`config.mk`:
```
export PLATFORM = sky130hd
export DESIGN_NAME = afe_tx_frame_decoder
export DESIGN_NICKNAME = d
export VERILOG_FILES = /design/src/rtl/afe_txfr_pkg.sv /design/src/rtl/tx_pin_sync.sv /design/src/rtl/frame_deserializer.sv /design/src/rtl/cmd_decoder.sv /design/src/rtl/afe_tx_frame_decoder.sv
export SDC_FILE = /design/constraint.sdc
export NUM_CORES = 1
export LEC_CHECK = 0
export CAP_MARGIN = 10
export CORE_MARGIN = 4
export CORE_UTILIZATION = 43
export DETAILED_ROUTE_END_ITERATION = 7
export GPL_ROUTABILITY_DRIVEN = 0
export PLACE_DENSITY = 0.67
export SLEW_MARGIN = 20
export SYNTH_ARGS = -nofsm -noshare
export SYNTH_HDL_FRONTEND = slang
export SYNTH_SLANG_ARGS = --single-unit
```
`constraint.sdc`:
```
create_clock -name clk -period 1.8 [get_ports clk]
set_input_delay 0.18 -clock clk [delete_from_list [all_inputs] [get_ports clk]]
set_output_delay 0.18 -clock clk [all_outputs]
set_load 0.005 [all_outputs]
```
`src/rtl/afe_txfr_pkg.sv`:
```
package afe_txfr_pkg;

    // Fixed frame layout: pad bits, sample bits, command bits.
    localparam int PAD_W  = 2;
    localparam int CMD_W  = 4;
    localparam int BYTE_W = 8;

    typedef enum logic [1:0] {
        FR_IDLE,
        FR_SKIP,
        FR_SHIFT,
        FR_DONE
    } frame_state_e;

    typedef enum logic [2:0] {
        K_NONE,
        K_DAC,
        K_ADDR,
        K_HI,
        K_LO
    } cmd_kind_e;

    function automatic cmd_kind_e classify(input logic [CMD_W-1:0] c);
        cmd_kind_e k;
        unique casez (c)
            4'b0???: k = K_DAC;
            4'b1000: k = K_ADDR;
            4'b1010: k = K_HI;
            4'b1001: k = K_LO;
            default: k = K_NONE;
        endcase
        return k;
    endfunction

endpackage

```
`src/rtl/tx_pin_sync.sv`:
```
module tx_pin_sync #(
    parameter int STAGES = 2
) (
    input  logic clk,
    input  logic rst_n,
    input  logic tx_clk,
    input  logic tx_data,
    input  logic tx_conv,
    output logic rise_p,
    output logic fall_p,
    output logic data_s,
    output logic conv_s
);
    // Bit 2: tx_clk, bit 1: tx_conv, bit 0: tx_data
    localparam logic [2:0] IDLE_PINS = 3'b010;

    logic [2:0] pipe [STAGES];
    logic       clk_prev;

    genvar g;
    generate
        for (g = 0; g < STAGES; g++) begin : g_stage
            if (g == 0) begin : g_first
                always_ff @(posedge clk or negedge rst_n) begin
                    if (!rst_n) pipe[g] <= IDLE_PINS;
                    else        pipe[g] <= {tx_clk, tx_conv, tx_data};
                end
            end else begin : g_next
                always_ff @(posedge clk or negedge rst_n) begin
                    if (!rst_n) pipe[g] <= IDLE_PINS;
                    else        pipe[g] <= pipe[g-1];
                end
            end
        end
    endgenerate

    always_ff @(posedge clk or negedge rst_n) begin
        if (!rst_n) clk_prev <= 1'b0;
        else        clk_prev <= pipe[STAGES-1][2];
    end

    assign rise_p = pipe[STAGES-1][2] & ~clk_prev;
    assign fall_p = ~pipe[STAGES-1][2] & clk_prev;
    assign conv_s = pipe[STAGES-1][1];
    assign data_s = pipe[STAGES-1][0];
endmodule

```
`src/rtl/frame_deserializer.sv`:
```
module frame_deserializer
    import afe_txfr_pkg::*;
#(
    parameter int FRAME_W = 16,
    parameter int BODY_W  = 14
) (
    input  logic              clk,
    input  logic              rst_n,
    input  logic              rise_p,
    input  logic              fall_p,
    input  logic              data_s,
    input  logic              conv_s,
    input  logic              cfg_conv_rise,
    input  logic              cfg_data_delay,
    output logic              frame_valid,
    output logic [BODY_W-1:0] frame_body
);
    localparam int CNT_W = $clog2(FRAME_W + 1);

    frame_state_e     state_q, state_d;
    logic [CNT_W-1:0] cnt_q;
    logic [BODY_W-1:0] shreg_q;
    logic             conv_prev_q;
    logic             samp_p;
    logic             start;
    logic             capture;

    assign samp_p = cfg_conv_rise ? rise_p : fall_p;
    assign start  = samp_p & conv_prev_q & ~conv_s;

    // State register
    always_ff @(posedge clk or negedge rst_n) begin
        if (!rst_n) state_q <= FR_IDLE;
        else        state_q <= state_d;
    end

    // Next state and capture decision
    always_comb begin
        state_d = state_q;
        capture = 1'b0;
        unique case (state_q)
            FR_IDLE: begin
                if (start) begin
                    if (!cfg_conv_rise && !cfg_data_delay) begin
                        capture = fall_p;
                        state_d = FR_SHIFT;
                    end else if (cfg_conv_rise && cfg_data_delay) begin
                        state_d = FR_SKIP;
                    end else begin
                        state_d = FR_SHIFT;
                    end
                end
            end
            FR_SKIP: begin
                if (fall_p) state_d = FR_SHIFT;
            end
            FR_SHIFT: begin
                if (fall_p) begin
                    capture = 1'b1;
                    if (cnt_q == CNT_W'(FRAME_W - 1)) state_d = FR_DONE;
                end
            end
            FR_DONE: begin
                state_d = FR_IDLE;
            end
        endcase
    end

    // Outputs
    always_comb begin
        frame_valid = (state_q == FR_DONE);
        frame_body  = shreg_q;
    end

    // Datapath: strobe history, bit counter, shift register
    always_ff @(posedge clk or negedge rst_n) begin
        if (!rst_n) begin
            conv_prev_q <= 1'b0;
            cnt_q       <= '0;
            shreg_q     <= '0;
        end else begin
            if (samp_p) conv_prev_q <= conv_s;
            if (capture) begin
                shreg_q <= {shreg_q[BODY_W-2:0], data_s};
                cnt_q   <= cnt_q + 1'b1;
            end else if (state_q == FR_IDLE || state_q == FR_DONE) begin
                cnt_q <= '0;
            end
        end
    end
endmodule

```
`src/rtl/cmd_decoder.sv`:
```
module cmd_decoder
    import afe_txfr_pkg::*;
#(
    parameter int SAMPLE_W = 10,
    parameter int ADDR_W   = 7,
    parameter int REG_W    = 16,
    parameter int GAIN_W   = 4,
    parameter logic [GAIN_W-1:0] GAIN_RESET = 4'd5,
    localparam int BODY_W  = SAMPLE_W + CMD_W
) (
    input  logic                clk,
    input  logic                rst_n,
    input  logic                frame_valid,
    input  logic [BODY_W-1:0]   frame_body,
    input  logic                cfg_dyn_gain,
    input  logic                cfg_read_mode,
    output logic [SAMPLE_W-1:0] dac_sample,
    output logic                dac_valid,
    output logic [GAIN_W-1:0]   gain_code,
    output logic [ADDR_W-1:0]   wr_addr,
    output logic [REG_W-1:0]    wr_data,
    output logic                wr_strobe
);
    logic [CMD_W-1:0]    cmd;
    logic [SAMPLE_W-1:0] payload;
    cmd_kind_e           kind;
    logic [ADDR_W-1:0]   addr_q;
    logic                rw_q;
    logic [BYTE_W-1:0]   hi_q;
    logic                write_ok;
    logic [GAIN_W-1:0]   gain_map;

    assign cmd      = frame_body[CMD_W-1:0];
    assign payload  = frame_body[BODY_W-1:CMD_W];
    assign kind     = classify(cmd);
    assign write_ok = !(cfg_read_mode && rw_q);

    // Codes 1..3 map directly, 4..7 skip the code 4.
    always_comb begin
        if (cmd[2:0] < 3'd4) gain_map = GAIN_W'(cmd[2:0]);
        else                 gain_map = GAIN_W'(cmd[2:0]) + 1'b1;
    end

    always_ff @(posedge clk or negedge rst_n) begin
        if (!rst_n) begin
            dac_sample <= '0;
            dac_valid  <= 1'b0;
            gain_code  <= GAIN_RESET;
            wr_addr    <= '0;
            wr_data    <= '0;
            wr_strobe  <= 1'b0;
            addr_q     <= '0;
            rw_q       <= 1'b0;
            hi_q       <= '0;
        end else begin
            dac_valid <= 1'b0;
            wr_strobe <= 1'b0;
            if (frame_valid) begin
                unique case (kind)
                    K_DAC: begin
                        dac_sample <= payload;
                        dac_valid  <= 1'b1;
                        if (cfg_dyn_gain && cmd[2:0] != 3'd0) gain_code <= gain_map;
                    end
                    K_ADDR: begin
                        addr_q <= payload[ADDR_W:1];
                        rw_q   <= payload[0];
                    end
                    K_HI: begin
                        if (write_ok) hi_q <= payload[BYTE_W-1:0];
                    end
                    K_LO: begin
                        if (write_ok) begin
                            wr_addr   <= addr_q;
                            wr_data   <= {hi_q, payload[BYTE_W-1:0]};
                            wr_strobe <= 1'b1;
                            addr_q    <= addr_q + 1'b1;
                        end
                    end
                    K_NONE: ;
                endcase
            end
        end
    end
endmodule

```
`src/rtl/afe_tx_frame_decoder.sv`:
```
module afe_tx_frame_decoder
    import afe_txfr_pkg::*;
#(
    parameter int SYNC_STAGES = 2,
    parameter int SAMPLE_W    = 10,
    parameter int ADDR_W      = 7,
    parameter int REG_W       = 16,
    parameter int GAIN_W      = 4,
    parameter logic [GAIN_W-1:0] GAIN_RESET = 4'd5
) (
    input  logic                clk,
    input  logic                rst_n,
    input  logic                tx_clk,
    input  logic                tx_data,
    input  logic                tx_conv,
    input  logic                cfg_conv_rise,
    input  logic                cfg_data_delay,
    input  logic                cfg_dyn_gain,
    input  logic                cfg_read_mode,
    output logic [SAMPLE_W-1:0] dac_sample,
    output logic                dac_valid,
    output logic [GAIN_W-1:0]   gain_code,
    output logic [ADDR_W-1:0]   wr_addr,
    output logic [REG_W-1:0]    wr_data,
    output logic                wr_strobe
);
    localparam int BODY_W  = SAMPLE_W + CMD_W;
    localparam int FRAME_W = PAD_W + BODY_W;

    logic              rise_p;
    logic              fall_p;
    logic              data_s;
    logic              conv_s;
    logic              frame_valid;
    logic [BODY_W-1:0] frame_body;

    tx_pin_sync #(.STAGES(SYNC_STAGES)) u_sync (
        .clk     (clk),
        .rst_n   (rst_n),
        .tx_clk  (tx_clk),
        .tx_data (tx_data),
        .tx_conv (tx_conv),
        .rise_p  (rise_p),
        .fall_p  (fall_p),
        .data_s  (data_s),
        .conv_s  (conv_s)
    );

    frame_deserializer #(.FRAME_W(FRAME_W), .BODY_W(BODY_W)) u_deser (
        .clk            (clk),
        .rst_n          (rst_n),
        .rise_p         (rise_p),
        .fall_p         (fall_p),
        .data_s         (data_s),
        .conv_s         (conv_s),
        .cfg_conv_rise  (cfg_conv_rise),
        .cfg_data_delay (cfg_data_delay),
        .frame_valid    (frame_valid),
        .frame_body     (frame_body)
    );

    cmd_decoder #(
        .SAMPLE_W   (SAMPLE_W),
        .ADDR_W     (ADDR_W),
        .REG_W      (REG_W),
        .GAIN_W     (GAIN_W),
        .GAIN_RESET (GAIN_RESET)
    ) u_dec (
        .clk           (clk),
        .rst_n         (rst_n),
        .frame_valid   (frame_valid),
        .frame_body    (frame_body),
        .cfg_dyn_gain  (cfg_dyn_gain),
        .cfg_read_mode (cfg_read_mode),
        .dac_sample    (dac_sample),
        .dac_valid     (dac_valid),
        .gain_code     (gain_code),
        .wr_addr       (wr_addr),
        .wr_data       (wr_data),
        .wr_strobe     (wr_strobe)
    );
endmodule

```
After elaboration in Yosys (flattened, before gate mapping)
Index checks and enable logic that the tools add are counted.
- word-level logic and storage cells: 86
- register bits after elaboration: 84
- output and inout port bits: 39
- muxes and demuxes: 23
- $add $sub $neg: 3
- order comparisons: 1
- reductions and logical operators: 18
- equality and inequality tests: 16
- bitwise operators: 9
- operators with widths (operator ; number):
    case mux 7 bit (2 select lines) ; 1
    == test 4 bit, second input constant ; 3
    2-to-1 mux 2 bit ; 6
    case mux 3 bit (4 select lines) ; 1
    AND reduction 3 bit ; 4
    2-to-1 mux 5 bit ; 2
    2-to-1 mux 1 bit ; 9
    inequality test 2 x 1 -> 1 bit, second input constant ; 4
    case mux 2 bit (4 select lines) ; 1
    adder 7 x 1 -> 7 bit, second input constant ; 1
    2-to-1 mux 7 bit ; 1
    == test 3 x 2 -> 1 bit, second input constant ; 2
    adder 5 x 1 -> 5 bit, second input constant ; 1
    == test 5 x 4 -> 1 bit, second input constant ; 1
    inverter 1 bit ; 5
    adder 3 x 1 -> 4 bit, second input constant ; 1
    bitwise AND 1 bit ; 4
    == test 2 bit, second input constant ; 2
    logical AND 1 bit ; 4
    2-to-1 mux 4 bit ; 1
    AND reduction 2 bit ; 2
    AND reduction 4 bit ; 1
    nonzero test 2 bit ; 2
    == test 3 x 1 -> 1 bit, second input constant ; 1
    other kinds (9) ; 10

Depth between registers and ports, before layout
- depth after elaboration: 8
- mapped depth: 8
- mapped depth without buffers: 7

Cells and area by module
Synthesis repeated with hierarchy kept, for this count alone.
- cell total of the unflattened synthesis: 312
- area total of the unflattened synthesis: 3632.2 µm²
- modules (own cells, without submodules) (module ; seq. area each (µm²) ; instances ; cells each ; area each (µm²)):
    cmd_decoder ; 1378.8 ; 1 ; 223 ; 2381.0
    frame_deserializer ; 550.5 ; 1 ; 80 ; 1058.5
    tx_pin_sync ; 177.7 ; 1 ; 9 ; 192.7

Worst setup path after synthesis
OpenSTA, ideal clock, no wires.
- path type: reg2reg
- start point: register u_deser.state_q[0]
- end point: register u_deser.shreg_q[10], in the netlist u_deser.frame_body[10]
- slack: -0.031 ns
- arrival time: 1.706 ns
- cell stages (with the launch flop): 7
- setup time: 0.125 ns
- period minus slack after synthesis: 1.831 ns
- cell sequence: dfrtp_1 -> inv_1 -> ha_1 -> and4bb_1 -> a32oi_4 -> buf_6 -> mux2_2
- word-level cells in the longest chain between the ends: 2
- elaborated cells on any way between the ends: 3
- classes of those cells: eq/ne: 1; mux: 1; reduce/logical: 1
- ends and longest elaborated chain (element ; RTL line ; source):
    from (decl) ; frame_deserializer.sv:20 ; frame_state_e state_q, state_d;
    from (signal assigned) ; frame_deserializer.sv:34 ; else state_q <= state_d;
    == test 2 bit / logical NOT 2 bit (equally long branches) ; frame_deserializer.sv:41 ; unique case (state_q)
    case mux 1 bit (2 select lines) * ; frame_deserializer.sv:41 ;
    to (signal assigned) ; frame_deserializer.sv:84 ; shreg_q <= {shreg_q[BODY_W-2:0], data_s};
    to (decl) ; frame_deserializer.sv:22 ; logic [BODY_W-1:0] shreg_q;
Mark *: on every way between the ends. The rest lies on a longest branch, timed or not.
A chain may end at the register's enable or synchronous reset.

Worst setup path in the final report
- start point: register u_deser.state_q[0]
- end point: register u_deser.shreg_q[12], in the netlist u_deser.frame_body[12]
The elaborated chain is that of the path after synthesis.

==> impl_metrics.env <==
export IMPL_critPathMaxFanout=9
export IMPL_outcome="finished, final reports clean"
export IMPL_setup_tns_ns=0
export IMPL_core_um2=8180
export IMPL_p_int_w=0.00395
export IMPL_pwr_share_seq_pct=44.2
export IMPL_power_frac_comb_pct=30.5
export IMPL_nets=432
export IMPL_slew_headroom_pct=74.4
export IMPL_diodes=0
export IMPL_io_buffers=47
export IMPL_max_freq_ghz=0.562
export IMPL_ys_seq_area_share_pct=58.4
export IMPL_ys_types=41
export IMPL_min_period_ns=1.78
export IMPL_clkTransAtPathRegs_ns=0.08
export IMPL_seq_area_um2=2110
export IMPL_drive_above_1_share_pct=20.9
export IMPL_ioPinCount=48
export IMPL_yosys_register_bits=84
export IMPL_reg2reg_depth=6
export IMPL_netSwitchingFraction_pct=30.8
export IMPL_die_w_um=99.6
export IMPL_p_leak_nw=2.30
export IMPL_pre_cts_slack_ns=-0.0340
export IMPL_clock_latency_ns=0.35
export IMPL_multiInputGateArea_um2=1420
export IMPL_drt_initial_drc_count=84
export IMPL_syn_to_final_growth_pct=28.6
export IMPL_peakVddDrop_v=0.000875
export IMPL_rsz0062_at_grt="true"
export IMPL_drc=0
export IMPL_worst_slew_pin_slew_ns=0.384
export IMPL_cp_arrival_ns=2.01
export IMPL_hp_class="in2reg"
export IMPL_setup_violations=0
export IMPL_yosys_top_cells_area="dfrtp_1 (56%), nand2_1 (10%), mux2_2 (6.9%)"
export IMPL_vias_per_cell=4.99
export IMPL_cp_end_kind="flop"
export IMPL_skew_ns=0.00969
export IMPL_clkSinkCount=84
export IMPL_grt_usage_pct=15.3
export IMPL_grt_ovfl_total=0
export IMPL_num_fill_cells=709
export IMPL_hold_viol=0
export IMPL_r2r_start="u_deser.state_q[0]"
export IMPL_yosysTopAreaCell="dfrtp_1"
export IMPL_hpwl_um=5200
export IMPL_synthCells=335
export IMPL_clkPwrFrac_pct=25.4
export IMPL_dr_pass1_iters=4
export IMPL_synth_area_per_cell_um2=10.8
export IMPL_routedWlPerCell_um=13.8
export IMPL_ant_nets=0
export IMPL_timing_critical_path_to="u_deser.frame_body[12]"
export IMPL_synth_top_area_share_pct=55.5
export IMPL_antenna_found_initial=0
export IMPL_grt_pass1_wl_um=12200
export IMPL_yosysMostFrequentCell="nand2_1"
export IMPL_synth_edf_count=0
export IMPL_rr_endpoint="u_deser.frame_body[12]"
export IMPL_die_y_um=99.6
export IMPL_synth_ff_type="dfrtp_1"
export IMPL_async_flop_share_pct=100
export IMPL_std_cell_rows=33
export IMPL_cts_tree="yes"
export IMPL_synth_area_um2=3610
export IMPL_first_global_vias=2655
export IMPL_startpoint_type="flop"
export IMPL_vias=2601
export IMPL_synth_common_cells="nand2_1 (97), dfrtp_1 (80), o21ai_0 (25)"
export IMPL_critPathRequiredTime_ns=2.03
export IMPL_startpoint="u_deser.state_q[0]"
export IMPL_report_final_slew_viol_count=0
export IMPL_setup_ws_ns=0.0193
export IMPL_cts_buffers=9
export IMPL_cts_buffer_depth=2
export IMPL_finalWirelength_um=7200
export IMPL_dieArea_um2=9920
export IMPL_cts_max_level=3
export IMPL_fin_crit_sh_pct=98.9
export IMPL_root_buffer="clkbuf_8"
export IMPL_synthesis_nets=356
export IMPL_grt_max_degree=30
export IMPL_drv_cap=0
export IMPL_reg2reg_slack_ns=0.02
export IMPL_critical_path_class="reg2reg"
export IMPL_p_sw_w=0.00176
export IMPL_start_util_pct=44.1
export IMPL_p_per_area_nw_per_um2=1230
export IMPL_yosysWarningCount=0
-- logic make-up (layout without fill, tap and decap cells) --
family                     after synthesis  count (layout)  share of synthesized area [%]
and+or+nand+nor                        140             140                           17.6
xor gates and xnor gates                 1               1                          0.243
AOI/OAI and AO/OA                       47              47                           8.81
DFF                                     84              84                           58.4
adders and majority gates               12              12                           4.16
buffers and inverters                   27             108                           3.30
muxes                                   24              24                           7.43
-- layer usage --
metal  part of all wire, %  track usage [%]  wire (µm)  vias up
met4                  0.61             4.73         44        0
li1                      -                -          -     1278
met1                    42             18.0       3010     1249
met3                   4.7             3.65        341        8
met5                     0                0          0        -
met2                    53             27.7       3800       66
-- worst max-delay path: stages (launching register included) --
cell and delay [ns]:
dfrtp_1 0.42, inv_2 0.07, ha_4 0.16, and4bb_1 0.22, a32oi_4 0.26, buf_6 0.19
mux2_2 0.34
-- how the worst min path moves through the flow --
stage                  from               end  depth (start not counted)
global route        tx_conv    u_sync.pipe[4]                          1
global placement      rst_n  u_dec.wr_addr[1]                          1
CTS                 tx_conv    u_sync.pipe[4]                          1
floorplan             rst_n   u_dec.addr_q[0]                          0
detailed placement    rst_n  u_dec.wr_addr[2]                          1
finish              tx_conv    u_sync.pipe[4]                          1
-- placed cells by master, fill, tap and decap left out, types with 2 or more instances in the layout --
master            n
buf_6             2
mux2i_1           2
a211oi_1          2
nand2_1          97
inv_1            14
nand2b_1          3
nand4_1           2
bufinv_16         2
nor2_1            9
nand3_1           7
inv_2             3
or2_2             2
a21oi_1           3
a221oi_1          5
clkbuf_8          9
clkinv_2          3
buf_4            25
nor2b_1           4
a31o_2            2
nor3_1            2
ha_1             10
and3_1            3
nor3b_1           2
clkdlybuf4s50_1  46
dfrtp_1          80
o21ai_0          25
a21oi_2           2
a311o_1           2
mux2_4            3
dfstp_2           4
and3b_1           2
mux2_2           19
-- power groups by stage --
stage	clock [W]	combinational, W	sequential (W)
6_report	0.00145	0.00174	0.00252
5_1_grt	0.00157	0.00194	0.00258
3_3_place_gp	0	0.00157	0.00255
4_1_cts	0.00149	0.00163	0.00253
2_1_floorplan	0	0.000908	0.00249
3_5_place_dp	0	0.00161	0.00256
-- repair_timing --
| action | CTS | global route |
|---|---|---|
| cloned | 0 | 0 |
| pin swaps | 0 | 2 |
| hold buffers | 1 | 0 |
| buffers inserted | 0 | 3 |
| endpoints found under the hold margin | 24 | 0 |
| resized for setup | 3 | 12 |
| setup endpoints to repair | 13 | 46 |
-- area by class of cell --
type                            count  share of cell area (%)
Inverter                           17                    1.38
Sequential cell                    84                    45.4
Timing Repair Buffer               75                    15.1
Clock buffer                        9                    2.67
Tap cell                          105                    2.83
Clock inverter                      7                    1.97
Multi-Input combinational cell    224                    30.6
-- sequential cells by signal (all words and copies together) (netlist names) --
| signal | cells |
|---|---|
| u_dec.addr_q | 7 |
| u_dec.dac_sample | 10 |
| u_dec.dac_valid | 1 |
| u_dec.gain_code | 4 |
| u_dec.hi_q | 8 |
| u_dec.rw_q | 1 |
| u_dec.wr_addr | 7 |
| u_dec.wr_data | 16 |
| u_dec.wr_strobe | 1 |
| u_deser.cnt_q | 5 |
| u_deser.conv_prev_q | 1 |
| u_deser.frame_body | 14 |
| u_deser.state_q | 2 |
| u_sync.clk_prev | 1 |
| u_sync.conv_s | 1 |
| u_sync.data_s | 1 |
| u_sync.pipe | 4 |
-- through the flow --
stage	hold WS [ns]	std cells	utilization [%]	cell area, µm²	total power [W]
floorplan	-0.116	335	-	3610	0.00340
detailed placement	0.132	501	53.1	4340	0.00418
global placement	0.132	501	53.1	4340	0.00412
CTS	0.215	518	56.0	4580	0.00564
finish	0.230	521	56.7	4640	0.00571
global route	0.214	521	56.7	4640	0.00608
No activity file was read; power rests on OpenSTA's default activity.
